`src/rtl/wpg_pkg.sv`:
```
package wpg_pkg;

  typedef enum logic [2:0] {
    SQ_IDLE, SQ_U1, SQ_U2, SQ_PGM, SQ_E1, SQ_E2, SQ_E3
  } seq_e;

  typedef enum logic [1:0] {
    DR_NONE = 2'b00,
    DR_LOCK = 2'b01,
    DR_PWR  = 2'b10,
    DR_PROT = 2'b11
  } drop_e;

  localparam int LO_A_W = 11;
  localparam logic [LO_A_W-1:0] UNLK_A1 = 11'h555;
  localparam logic [LO_A_W-1:0] UNLK_A2 = 11'h2AA;
  localparam logic [7:0] CMD_K1  = 8'hAA;
  localparam logic [7:0] CMD_K2  = 8'h55;
  localparam logic [7:0] CMD_PGM = 8'hA0;
  localparam logic [7:0] CMD_ERS = 8'h80;
  localparam logic [7:0] CMD_SEC = 8'h30;

  function automatic logic key_hit(input logic [LO_A_W-1:0] a, input logic [7:0] d,
                                   input logic [LO_A_W-1:0] ka, input logic [7:0] kd);
    return (a == ka) && (d == kd);
  endfunction

endpackage

```
`src/rtl/wpg_glitch_filt.sv`:
```
module wpg_glitch_filt #(
  parameter int MIN_W = 4
) (
  input  logic clk,
  input  logic rst_n,
  input  logic raw,
  output logic filt
);
  localparam int CNT_W = $clog2(MIN_W + 1);

  logic s1, s2;
  logic [CNT_W-1:0] cnt;

  always_ff @(posedge clk or negedge rst_n) begin
    if (!rst_n) begin
      s1   <= 1'b1;
      s2   <= 1'b1;
      filt <= 1'b1;
      cnt  <= '0;
    end else begin
      s1 <= raw;
      s2 <= s1;
      if (s2 == filt) begin
        cnt <= '0;
      end else if (cnt == CNT_W'(MIN_W - 1)) begin
        filt <= s2;
        cnt  <= '0;
      end else begin
        cnt <= cnt + 1'b1;
      end
    end
  end


  filt_follows_chk: assert property (@(posedge clk) disable iff (!rst_n)
    !$stable(filt) |-> (filt == $past(s2)));


  filt_run_chk: assert property (@(posedge clk) disable iff (!rst_n)
    !$stable(filt) |-> ($past(cnt) == CNT_W'(MIN_W - 1)));

endmodule

```
`src/rtl/wpg_seq_track.sv`:
```
module wpg_seq_track
  import wpg_pkg::*;
(
  input  logic              clk,
  input  logic              rst_n,
  input  logic              clr,
  input  logic              wr,
  input  logic [LO_A_W-1:0] lo_addr,
  input  logic [7:0]        cmd,
  output logic              fin
);
  seq_e st, st_nx;

  assign fin = wr && ((st == SQ_PGM) || ((st == SQ_E3) && (cmd == CMD_SEC)));

  always_comb begin
    st_nx = st;
    if (wr) begin
      unique case (st)
        SQ_IDLE: st_nx = key_hit(lo_addr, cmd, UNLK_A1, CMD_K1) ? SQ_U1 : SQ_IDLE;
        SQ_U1:   st_nx = key_hit(lo_addr, cmd, UNLK_A2, CMD_K2) ? SQ_U2 : SQ_IDLE;
        SQ_U2:   st_nx = key_hit(lo_addr, cmd, UNLK_A1, CMD_PGM) ? SQ_PGM :
                         key_hit(lo_addr, cmd, UNLK_A1, CMD_ERS) ? SQ_E1 : SQ_IDLE;
        SQ_E1:   st_nx = key_hit(lo_addr, cmd, UNLK_A1, CMD_K1) ? SQ_E2 : SQ_IDLE;
        SQ_E2:   st_nx = key_hit(lo_addr, cmd, UNLK_A2, CMD_K2) ? SQ_E3 : SQ_IDLE;
        default: st_nx = SQ_IDLE;
      endcase
    end
  end

  always_ff @(posedge clk or negedge rst_n) begin
    if (!rst_n)   st <= SQ_IDLE;
    else if (clr) st <= SQ_IDLE;
    else          st <= st_nx;
  end


  seq_clr_chk: assert property (@(posedge clk) disable iff (!rst_n)
    clr |=> (st == SQ_IDLE));


  fin_state_chk: assert property (@(posedge clk) disable iff (!rst_n)
    fin |=> (st == SQ_IDLE) || $past(clr));

endmodule

```
`src/rtl/wpg_top.sv`:
```
module wpg_top
  import wpg_pkg::*;
#(
  parameter int ADDR_W  = 16,
  parameter int DATA_W  = 8,
  parameter int SECTORS = 8,
  parameter int MIN_W   = 4
) (
  input  logic              clk,
  input  logic              rst_n,
  input  logic              cs_n,
  input  logic              we_n,
  input  logic              oe_n,
  input  logic [ADDR_W-1:0] addr,
  input  logic [DATA_W-1:0] data,
  input  logic              vlow,
  input  logic [SECTORS-1:0] sec_prot,
  output logic              wr_stb,
  output logic [ADDR_W-1:0] wr_addr,
  output logic [DATA_W-1:0] wr_data,
  output logic              wr_final,
  output logic              cmd_rst,
  output logic              drop_vld,
  output logic [1:0]        drop_why
);
  localparam int SEC_W  = $clog2(SECTORS);
  localparam int SETTLE = MIN_W + 4;
  localparam int SET_W  = $clog2(SETTLE + 1);

  function automatic logic [SEC_W-1:0] sector_of(input logic [ADDR_W-1:0] a);
    return a[ADDR_W-1 -: SEC_W];
  endfunction

  // strobe filters: bit 0 chip select, 1 write enable, 2 output enable
  logic [2:0] raw_n, filt_n;
  assign raw_n = {oe_n, we_n, cs_n};

  for (genvar g = 0; g < 3; g++) begin : g_filt
    wpg_glitch_filt #(.MIN_W(MIN_W)) i_filt (
      .clk  (clk),
      .rst_n(rst_n),
      .raw  (raw_n[g]),
      .filt (filt_n[g])
    );
  end

  logic cyc_act, act_q, end_cyc, settled, armed;
  logic [SET_W-1:0] set_cnt;
  logic [ADDR_W-1:0] hold_a;
  logic [DATA_W-1:0] hold_d;

  assign cyc_act = !filt_n[0] && !filt_n[1] && filt_n[2];
  assign end_cyc = act_q && filt_n[1];
  assign settled = (set_cnt == SET_W'(SETTLE));

  always_ff @(posedge clk or negedge rst_n) begin
    if (!rst_n) begin
      act_q   <= 1'b0;
      set_cnt <= '0;
      armed   <= 1'b0;
      hold_a  <= '0;
      hold_d  <= '0;
    end else begin
      act_q <= cyc_act && settled;
      if (!settled) set_cnt <= set_cnt + 1'b1;
      armed <= armed || (settled && filt_n[1]);
      if (cyc_act) begin
        hold_a <= addr;
        hold_d <= data;
      end
    end
  end

  // event wires
  logic try_wr, seq_fin, prot_hit, pass_wr, drop_now;
  drop_e why_now;

  assign try_wr   = end_cyc && armed && !vlow;
  assign prot_hit = seq_fin && sec_prot[sector_of(hold_a)];
  assign pass_wr  = try_wr && !prot_hit;
  assign drop_now = end_cyc && !pass_wr;

  always_comb begin
    if (vlow)        why_now = DR_LOCK;
    else if (!armed) why_now = DR_PWR;
    else             why_now = DR_PROT;
  end

  wpg_seq_track i_seq (
    .clk    (clk),
    .rst_n  (rst_n),
    .clr    (vlow),
    .wr     (try_wr),
    .lo_addr(hold_a[LO_A_W-1:0]),
    .cmd    (hold_d[7:0]),
    .fin    (seq_fin)
  );

  always_ff @(posedge clk or negedge rst_n) begin
    if (!rst_n) begin
      wr_stb   <= 1'b0;
      wr_final <= 1'b0;
      wr_addr  <= '0;
      wr_data  <= '0;
      drop_vld <= 1'b0;
      drop_why <= DR_NONE;
      cmd_rst  <= 1'b1;
    end else begin
      wr_stb   <= pass_wr;
      wr_final <= pass_wr && seq_fin;
      drop_vld <= drop_now;
      drop_why <= drop_now ? why_now : DR_NONE;
      cmd_rst  <= vlow;
      if (pass_wr) begin
        wr_addr <= hold_a;
        wr_data <= hold_d;
      end
    end
  end


  lock_no_stb_chk: assert property (@(posedge clk) disable iff (!rst_n)
    vlow |=> !wr_stb);


  lock_rst_chk: assert property (@(posedge clk) disable iff (!rst_n)
    vlow |=> cmd_rst);


  armed_before_stb_chk: assert property (@(posedge clk) disable iff (!rst_n)
    wr_stb |-> $past(armed));


  final_has_stb_chk: assert property (@(posedge clk) disable iff (!rst_n)
    wr_final |-> wr_stb);


  final_unprot_chk: assert property (@(posedge clk) disable iff (!rst_n)
    wr_final |-> !sec_prot[sector_of(wr_addr)]);


  stb_drop_excl_chk: assert property (@(posedge clk) disable iff (!rst_n)
    !(wr_stb && drop_vld));


  stb_after_cycle_chk: assert property (@(posedge clk) disable iff (!rst_n)
    wr_stb |-> $past(act_q));

endmodule

```
`config.mk`:
```
export PLATFORM = sky130hd
export DESIGN_NAME = wpg_top
export DESIGN_NICKNAME = d
export VERILOG_FILES = /design/src/rtl/wpg_pkg.sv /design/src/rtl/wpg_glitch_filt.sv /design/src/rtl/wpg_seq_track.sv /design/src/rtl/wpg_top.sv
export SDC_FILE = /design/constraint.sdc
export NUM_CORES = 1
export LEC_CHECK = 0
export ABC_AREA = 1
export BUFFER_PORTS_ARGS = -buffer_cell sky130_fd_sc_hd__buf_4
export CORE_ASPECT_RATIO = 2
export CORE_MARGIN = 2
export CORE_UTILIZATION = 25
export DETAILED_ROUTE_END_ITERATION = 8
export GPL_TIMING_DRIVEN = 1
export PLACE_DENSITY_LB_ADDON = 0.15
export RECOVER_POWER = 100
export SETUP_SLACK_MARGIN = 0.5
export SKIP_LAST_GASP = 1
export SLEW_MARGIN = 20
export SYNTH_ARGS = -nofsm -noshare
export SYNTH_HDL_FRONTEND = slang
export SYNTH_SLANG_ARGS = --single-unit
```
`constraint.sdc`:
```
create_clock -name clk -period 1.6 [get_ports clk]
set_clock_uncertainty 0.15 [all_clocks]
set_input_delay 0.08 -clock clk [delete_from_list [all_inputs] [get_ports clk]]
set_output_delay 0.08 -clock clk [all_outputs]
set_load 0.01 [all_outputs]
```
==> impl_metrics.tcl <==
set metrics [dict create \
    place_ws_ns -0.4291 \
    yosysSeqAreaShare_pct 60.37 \
    via_per_inst 4.346 \
    io_buffers 67 \
    clock_sinks 81 \
    grt_pass1_wl_um 15300 \
    die_w_um 86.20 \
    synth_area_per_cell_um2 9.680 \
    groute.usage.overall_pct 14.01 \
    finalCriticalPeriod_ns 1.664 \
    antenna_found_initial 0 \
    htree_levels 3 \
    synth-warning-count 0 \
    via_count 3051 \
    layoutNonFillerInstCount 702 \
    slew_headroom_pct 46.69 \
    first_global_vias 3126 \
    cp.arrival_ns 1.75 \
    crit_required_ns 1.69 \
    clockRootBuffer "clkbuf_16" \
    fmax_ghz 0.6009 \
    status "finished with violations" \
    hold_viol_final 0 \
    setup_viol 27 \
    worst_pin_slew_ns 0.7997 \
    area_growth_pct 73.37 \
    use_met3_pct 2.304 \
    antenna_cells 0 \
    crit_path_top_delay_cell "dfrtp_1" \
    cpPeakStageDelay_ns 0.41 \
    maxCapViolations 0 \
    routabilityCongestion 0.7859 \
    finalCritPeriodShare_pct 104.0 \
    cp-start-kind "flop" \
    critPathBufInv 2 \
    die_y_um 168.4 \
    endpoint_kind "flop" \
    clock_path_buffers 2 \
    core_um2 13360 \
    drc 0 \
    ys_types 25 \
    use_met1_pct 13.65 \
    min_path_type "in2reg" \
    grt_max_degree 30 \
    finalPower_mw 9.738 \
    vdd_drop_max_mv 0.6178 \
    totalWireLength_um 10500 \
    critical_path_class "reg2reg" \
    violations "negative setup slack" \
    dp_cells 593 \
    synthesis.nets 392 \
    powerDensity_nw_per_um2 1663 \
    dr.pass1.iters 4 \
    io_pins 68 \
    met2_usage_pct 27.70 \
    clk_latency_ns 0.34 \
    drive_above_1_share_pct 48.08 \
    dieArea_um2 14510 \
    p_leak_nw 2.861 \
    nets 585 \
    grt_setup_unrepaired "true" \
    final_max_slew_viol_count 0 \
    cts_tree "done" \
    drt_iter0_markers 128 \
    start_util_pct 25.28 \
    dpl.hpwl_um 6319 \
    worstPathCellList "nor2_2 -> nand2_2 -> nor2_4 -> nand2_2 -> nand2_4 -> buf_6 -> a21oi_4 -> clkbuf_16 -> nand2_1 -> nand2_1" \
    antenna_left 0 \
    cts_buffers 9 \
    synth_cells 349 \
    placementRows 60 \
    gr-max-usage-layer "met2" \
    wl_per_cell_um 14.95 \
    path_clk_slew_ns 0.07 \
    layout_setup_ws_ns -0.06408 \
    cp_max_fo 6 \
    synth_area_um2 3378 \
    grt.overflow.total 0 \
    synth-seq-cells 81 \
    cp_top_family "simple AND/OR/NAND/NOR gates" \
]
-- kinds of logic (layout without fill, tap and decap cells) --
kind of cell,Yosys count,after routing,synth area share (%)
buf+inv,35,232,4.555
fa+ha+maj,5,5,1.852
xor+xnor,6,6,1.556
flops,81,81,60.37
simple gates,190,190,23.00
mux,19,19,6.333
compound gates,13,14,2.333
-- registers in the layout, indices dropped and copies added (netlist names), 3 cells and up --
name / count
g_filt.i_filt.cnt: 9
g_filt.i_filt.filt: 3
g_filt.i_filt.s1: 3
g_filt.i_filt.s2: 3
hold_a: 16
hold_d: 8
i_seq.st: 3
set_cnt: 4
wr_addr: 16
wr_data: 8
-- cell usage in the layout (no fill, tap or decap), types with 6 or more instances in the layout --
cell,synthesis,routed
dfstp_2,10,8
nand2_2,3,31
nor2_1,37,17
inv_1,24,20
buf_4,1,89
clkbuf_1,1,33
nand2_1,118,78
nand3_1,16,13
mux2_4,0,19
a21oi_2,0,7
dfrtp_1,71,69
nor2_4,0,9
clkbuf_16,0,12
inv_2,4,6
nor2_2,1,12
buf_6,2,15
dlygate4sd3_1,0,30
nand2_4,0,11
-- cell usage after synthesis (all sizes together) --
cell type  instances  area, um^2
inv               28       105.1
nor3b              3       22.52
nor3               7       35.03
clkbuf             1       3.750
dfstp             10       262.8
o21ai              2       10.01
buf                6       45.04
nand3             16       80.08
dfrtp             71        1777
nor2              38       145.1
ha                 5       62.56
xor2               2       17.52
nand4              4       25.02
nand3b             1       7.510
a21oi             10       61.31
xnor2              4       35.03
nand2            121       461.7
a21o               1       7.510
mux2              19       214.0
-- where the power goes --
part	switching [mW]	internal, mW
clock	0.827	1.20
sequential	0.590	2.79
combinational	1.91	2.42
total	3.33	6.41
-- per-layer routing --
| metal | routed length (um) | part of all wire, % |
|---|---|---|
| met3 | 226 | 2.2 |
| met2 | 6326 | 60 |
| met4 | 216 | 2.1 |
| met5 | 0 | 0 |
| met1 | 3728 | 36 |
-- stage by stage --
step	hold WS [ns]	utilization (%)	area, um^2	setup TNS, ns
3_5_place_dp	-0.09736	32.67	4365	-7.922
6_report	0.1849	43.83	5857	-0.8768
4_1_cts	0.05079	42.48	5677	-0.3339
2_1_floorplan	-0.3656	-	3463	0
3_3_place_gp	-0.09692	32.67	4365	-7.120
5_1_grt	0.2075	43.83	5857	-6.110
-- cell type report --
| cell class | instances | area [um^2] |
|---|---|---|
| sequential | 81 | 2042 |
| fill | 1323 | 7506 |
| clock inverter | 6 | 60.06 |
| clock buffer | 10 | 229.0 |
| inverter | 28 | 110.1 |
| tap | 155 | 193.9 |
| multi-input combinational | 234 | 1632 |
| timing repair buffer | 188 | 1590 |
-- worst paths after layout --
| kind | startpoint | end | slack, ns | depth (start not counted) |
|---|---|---|---|---|
| worst max-delay path | hold_d[2]$_DFFE_PN0P_ | wr_data[3]$_DFFE_PN0P_ | -0.06 | 10 |
| min in group asynchronous | rst_n | wr_data[4]$_DFFE_PN0P_ | 0.20 | 2 |
| worst min-delay path | vlow | wr_data[0]$_DFFE_PN0P_ | 0.18 | 6 |
| worst min register to register | g_filt[0].i_filt.s1$_DFF_PN1_ | g_filt[0].i_filt.s2$_DFF_PN1_ | 0.20 | 0 |
| worst max register to register | hold_d[2]$_DFFE_PN0P_ | wr_data[3]$_DFFE_PN0P_ | -0.06 | 10 |
| max in group asynchronous | rst_n | g_filt[2].i_filt.s1$_DFF_PN1_ | 0.10 | 3 |
-- worst register-to-register path, cell delays in order (launching register included) --
cell and delay, ns:
dfrtp_1 0.41, nor2_2 0.15, nand2_2 0.09, nor2_4 0.13, nand2_2 0.08, nand2_4 0.12, buf_6 0.11, a21oi_4 0.06
clkbuf_16 0.17, nand2_1 0.06, nand2_1 0.04
-- timing repair --
item | in CTS | in global routing
pin swaps | 22 | 38
cloned | 3 | 3
setup buffers | 35 | 22
endpoints found under the setup margin | 97 | 101
hold endpoints to repair | 101 | 0
hold buffers | 30 | 0
resized for setup | 99 | 84
(Power assumes the default switching activity.)
